### config.mk
export PLATFORM = sky130hd
export DESIGN_NAME = fetch_trace_decoder
export DESIGN_NICKNAME = d
export VERILOG_FILES = /design/src/rtl/fetch_trace_pkg.sv /design/src/rtl/fetch_window_sampler.sv /design/src/rtl/fetch_queue_counter.sv /design/src/rtl/fetch_trace_decoder.sv
export SDC_FILE = /design/constraint.sdc
export NUM_CORES = 1
export LEC_CHECK = 0
export BUFFER_PORTS_ARGS = -buffer_cell sky130_fd_sc_hd__clkbuf_2
export CORE_AREA = 2 2 39 41
export DETAILED_ROUTE_END_ITERATION = 10
export DIE_AREA = 0 0 41 43
export SLEW_MARGIN = 15
export SYNTH_ARGS = -nofsm -noshare
export SYNTH_HDL_FRONTEND = slang
export SYNTH_SLANG_ARGS = --single-unit
### constraint.sdc
create_clock -name clk -period 1.4 [get_ports clk]
set_input_delay 0.28 -clock clk [delete_from_list [all_inputs] [get_ports clk]]
set_output_delay 0.28 -clock clk [all_outputs]
set_load 0.05 [all_outputs]
### src/rtl/fetch_trace_pkg.sv
package fetch_trace_pkg;

    typedef struct packed {
        logic strobe_hi;   // reference strobe sampled high on last edge
        logic pin_low;     // fetch_n sampled low on last edge
        logic first;       // first window sample taken on last edge
        logic s0;          // credited first sample
        logic eval;        // second sample taken on last edge
        logic e0;          // first sample held for evaluation
        logic e1;          // second sample held for evaluation
        logic fetch;       // registered fetch outcome
        logic flush;       // registered flush outcome
    } sampler_state_t;

    localparam sampler_state_t SAMPLER_RESET = '{
        strobe_hi: 1'b1, pin_low: 1'b0, first: 1'b0, s0: 1'b0,
        eval: 1'b0, e0: 1'b0, e1: 1'b0, fetch: 1'b0, flush: 1'b0
    };

endpackage

### src/rtl/fetch_window_sampler.sv
module fetch_window_sampler
    import fetch_trace_pkg::*;
(
    input  logic clk,
    input  logic rst,
    input  logic fetch_n,
    input  logic ref_strobe_n,
    input  logic two_clk_mode,
    output logic dec_fetch,
    output logic dec_flush,
    output logic fetch_pulse,
    output logic flush_pulse
);

    sampler_state_t st_d, st_q;
    logic           start_w;
    logic           credit0_w;

    always_comb begin
        st_d      = st_q;
        start_w   = st_q.strobe_hi && !ref_strobe_n;
        credit0_w = !fetch_n && (two_clk_mode || !st_q.pin_low);

        dec_flush = st_q.eval && st_q.e0 && st_q.e1;
        dec_fetch = st_q.eval && (st_q.e0 ^ st_q.e1);

        st_d.strobe_hi = ref_strobe_n;
        st_d.pin_low   = !fetch_n;
        st_d.first     = start_w;
        st_d.s0        = start_w ? credit0_w : 1'b0;
        st_d.eval      = st_q.first;
        st_d.e0        = st_q.first ? st_q.s0 : 1'b0;
        st_d.e1        = st_q.first ? !fetch_n : 1'b0;
        st_d.fetch     = dec_fetch;
        st_d.flush     = dec_flush;
    end

    always_ff @(posedge clk) begin
        if (rst) st_q <= SAMPLER_RESET;
        else     st_q <= st_d;
    end

    assign fetch_pulse = st_q.fetch;
    assign flush_pulse = st_q.flush;

    AST_ONE_OUTCOME: assert property (@(posedge clk) disable iff (rst)
        !(fetch_pulse && flush_pulse));
    AST_PULSE_SPACING: assert property (@(posedge clk) disable iff (rst)
        (fetch_pulse || flush_pulse) |=> !(fetch_pulse || flush_pulse));
    AST_FLUSH_SECOND_LOW: assert property (@(posedge clk) disable iff (rst)
        flush_pulse |-> !$past(fetch_n, 2));

endmodule

### src/rtl/fetch_queue_counter.sv
module fetch_queue_counter #(
    parameter int QDEPTH = 3,
    localparam int CW = $clog2(QDEPTH + 1)
) (
    input  logic          clk,
    input  logic          rst,
    input  logic          fetch_i,
    input  logic          flush_i,
    input  logic          consume_i,
    output logic [CW-1:0] count_o
);

    localparam logic [CW-1:0] CMAX = CW'(QDEPTH);
    localparam logic [CW-1:0] ONE  = CW'(1);

    logic [CW-1:0] cnt_d, cnt_q;

    always_comb begin
        cnt_d = cnt_q;
        if (flush_i) begin
            cnt_d = ONE;
        end else if (fetch_i && !consume_i) begin
            if (cnt_q != CMAX) cnt_d = cnt_q + ONE;
        end else if (consume_i && !fetch_i) begin
            if (cnt_q != '0) cnt_d = cnt_q - ONE;
        end
    end

    always_ff @(posedge clk) begin
        if (rst) cnt_q <= '0;
        else     cnt_q <= cnt_d;
    end

    assign count_o = cnt_q;

    AST_FLUSH_ONE: assert property (@(posedge clk) disable iff (rst)
        flush_i |=> (cnt_q == ONE));
    AST_FETCH_INC: assert property (@(posedge clk) disable iff (rst)
        (fetch_i && !flush_i && !consume_i && cnt_q != CMAX) |=> (cnt_q == $past(cnt_q) + ONE));
    AST_NO_OVERFLOW: assert property (@(posedge clk) disable iff (rst)
        (fetch_i && !flush_i && !consume_i && cnt_q == CMAX) |=> (cnt_q == CMAX));
    AST_NO_UNDERFLOW: assert property (@(posedge clk) disable iff (rst)
        (consume_i && !fetch_i && !flush_i && cnt_q == '0) |=> (cnt_q == '0));
    AST_BALANCED: assert property (@(posedge clk) disable iff (rst)
        (consume_i && fetch_i && !flush_i) |=> $stable(cnt_q));

endmodule

### src/rtl/fetch_trace_decoder.sv
module fetch_trace_decoder #(
    parameter int QDEPTH = 3
) (
    input  logic                       clk,
    input  logic                       rst,
    input  logic                       fetch_n,
    input  logic                       as_n,
    input  logic                       ds_n,
    input  logic                       show_cycle,
    input  logic                       two_clk_mode,
    input  logic                       consume,
    output logic                       fetch_pulse,
    output logic                       flush_pulse,
    output logic [$clog2(QDEPTH+1)-1:0] occupancy
);

    logic ref_n;
    logic dec_fetch, dec_flush;

    assign ref_n = show_cycle ? ds_n : as_n;

    fetch_window_sampler u_sampler (
        .clk          (clk),
        .rst          (rst),
        .fetch_n      (fetch_n),
        .ref_strobe_n (ref_n),
        .two_clk_mode (two_clk_mode),
        .dec_fetch    (dec_fetch),
        .dec_flush    (dec_flush),
        .fetch_pulse  (fetch_pulse),
        .flush_pulse  (flush_pulse)
    );

    fetch_queue_counter #(.QDEPTH(QDEPTH)) u_counter (
        .clk       (clk),
        .rst       (rst),
        .fetch_i   (dec_fetch),
        .flush_i   (dec_flush),
        .consume_i (consume),
        .count_o   (occupancy)
    );

    AST_FLUSH_SHOWS_ONE: assert property (@(posedge clk) disable iff (rst)
        flush_pulse |-> (occupancy == 1));

endmodule

==> impl_metrics.json <==
{
  "grt_start_max_net_pins": 8,
  "grt_pass1_wl_microns": 986,
  "grt_use_total": 0.08954,
  "synth_area_sq_um": 387.9,
  "dp.cells": 66,
  "crit_arrival_ps": 1450,
  "required_ps": 1550,
  "wl_microns": 612,
  "drt_iter0_drc": 2,
  "port_buffers": 11,
  "rsz0062_at_grt": "false",
  "ys_ff_latch": 11,
  "min-delay-start": "fetch_n",
  "die_x_microns": 41,
  "num-nets-final": 64,
  "reg2reg_depth": 6,
  "holdWs_ps": 201.2,
  "clock_path_buffers": 2,
  "ant_nets": 0,
  "timing_worst_slew_pin_value_ps": 277.7,
  "multi_input_area_sq_um": 168.9,
  "rr_startpoint": "u_sampler.st_q[2]",
  "gr-total-overflow": 0,
  "wl_per_cell_microns": 8.743,
  "hp-class": "primary input to flop",
  "cts_tree": "done",
  "setup_viol": 0,
  "antenna_cells": 0,
  "finalNonFillerCells": 70,
  "synth_cells": 39,
  "drive_above_1_share": 0.3148,
  "first_global_vias": 252,
  "startpoint_type": "flop",
  "yosys.cell_types.count": 17,
  "hpwl_microns": 443,
  "fin_setup_tns_ps": 0,
  "vias": 303,
  "relSlewSlack": 0.8157,
  "fillCellCount": 143,
  "regArea_sq_um": 220.2,
  "yosys_warnings": 0,
  "clkSinkCount": 11,
  "cp_max_fo": 4,
  "status": "completed",
  "row_count": 14,
  "r2r-end": "u_counter.count_o[1]",
  "finalCritPeriodShare": 0.9277,
  "final_max_slew_viol_count": 0,
  "end_kind": "flop",
  "rrSetupSlack_ps": 100,
  "core_area_sq_um": 1384,
  "finalClockSkew_ps": 2.232,
  "clock_latency_ps": 260,
  "p_leak_uw": 0.0002348,
  "hold_violations": 0,
  "vdd_drop_max_mv": 0.5646,
  "die_h_microns": 43,
  "initial_core_util": 0.2803,
  "die-area_sq_um": 1763,
  "p_per_area_nw_per_um2": 1135,
  "io_pins": 12,
  "routed_via_density": 4.329,
  "clock-root-buffer": "clkbuf_4",
  "clk_pin_slew_ps": 70,
  "avgSynthCellArea_sq_um": 9.945,
  "antenna_found_initial": 0,
  "first_pass_iters": 4,
  "holdPathEnd": "u_sampler.st_q[7]",
  "hold_depth": 2,
  "syn_nets": 48,
  "drcViolationCount": 0,
  "crit_type": "flop to flop",
  "maxCapViolations": 0,
  "mostFrequentLayoutCells": "clkbuf_2, dfxtp_1, nor2b_1",
  "period_needed_ps": 1299,
  "cts_buffers": 3,
  "synth_seq_area_share": 0.5677,
  "gp_congestion": 0.6398,
  "area_growth_pct": 29.35,
  "max_freq_ghz": 0.7699,
  "cts_setup_buffers": 0,
  "cts.htree.levels": 1
}
==> state kept, by name (all words and copies together), names as in the netlist <==
register and count:
u_sampler.flush_pulse 1, u_counter.count_o 2, u_sampler.st_d 1, u_sampler.st_q 6, u_sampler.fetch_pulse 1
==> cell type report <==
type                       instances  area share
inverter                           3     0.02244
sequential                        11      0.4389
tap                               16     0.03990
timing repair buffer              11      0.1097
clock buffer                       4     0.05237
multi-input combinational         25      0.3367
==> worst max-delay path by stage <==
stage / to / depth (start not counted) / slack (ps) / startpoint
after CTS: u_counter.count_o[0] / 6 / 50 / u_sampler.st_q[2]
after global routing: u_counter.count_o[0] / 6 / 1 / u_sampler.st_q[3]
after detailed placement: u_counter.count_o[0] / 6 / 60 / u_sampler.st_q[2]
after global placement: u_counter.count_o[0] / 6 / 80 / u_sampler.st_q[2]
after floorplan: u_counter.count_o[0] / 6 / 100 / u_sampler.st_q[2]
final: u_counter.count_o[1] / 6 / 100 / u_sampler.st_q[2]
==> routing by layer <==
layer  wire, microns  GRT usage  vias to the layer above
met1             300    0.09709                      129
met3              59    0.06283                        0
met2             252     0.1281                       16
li1                -          -                      158
met4               0    0.04000                        0
met5               0          0                        -
==> where the power goes <==
| group | switching [uW] | internal, uW | total [uW] |
|---|---|---|---|
| logic | 16.6 | 18.8 | 35.5 |
| registers | 2.77 | 322 | 325 |
| clock network | 99.2 | 110 | 209 |
==> stage by stage <==
step / util / setup slack, ps / power [uW] / cell area (sq um)
2_1_floorplan: - / 101.0 / 348.8 / 387.9
3_3_place_gp: 0.3345 / 80.18 / 364.6 / 462.9
3_5_place_dp: 0.3345 / 57.98 / 365.4 / 462.9
4_1_cts: 0.3535 / 46.46 / 581.3 / 489.2
5_1_grt: 0.3626 / 1.175 / 605.4 / 501.7
6_report: 0.3626 / 101.2 / 569.7 / 501.7
==> cell families after synthesis <==
kind of cell               Yosys count  synth area share
AOI/OAI and AO/OA                    8            0.1323
and+or+nand+nor                     15            0.2161
xor gates and xnor gates             1           0.02258
DFF                                 11            0.5677
adders and majority gates            1           0.03225
buffers and inverters                3           0.02903
==> synth_stat cells <==
cell / instances / area [sq um]
a211oi_2: 1 / 12.51
a21o_1: 1 / 7.510
a21oi_1: 2 / 10.01
a31oi_1: 1 / 6.260
and2_1: 2 / 12.51
and2_2: 1 / 7.510
and3_1: 1 / 6.260
dfxtp_1: 11 / 220.2
ha_1: 1 / 12.51
inv_1: 3 / 11.26
nand2_1: 1 / 3.750
nand2b_1: 1 / 6.260
nand3_1: 1 / 5.000
nor2_1: 3 / 11.26
nor2b_1: 5 / 31.28
o21ai_0: 3 / 15.01
xor2_1: 1 / 8.760
==> timing repair <==
| action | 4_1_cts | 5_1_grt |
|---|---|---|
| gates resized for setup | 0 | 1 |
| setup endpoints to repair | 0 | 2 |
| hold buffers | 0 | 0 |
==> critical path, stage by stage, from the launching register on <==
cell and delay [ps]:
dfxtp_1 320, xor2_1 150, and2_1 190, ha_4 280, nor2b_1 40, o21ai_0 140, a21oi_1 80
No activity file was read; power rests on OpenSTA's default activity.
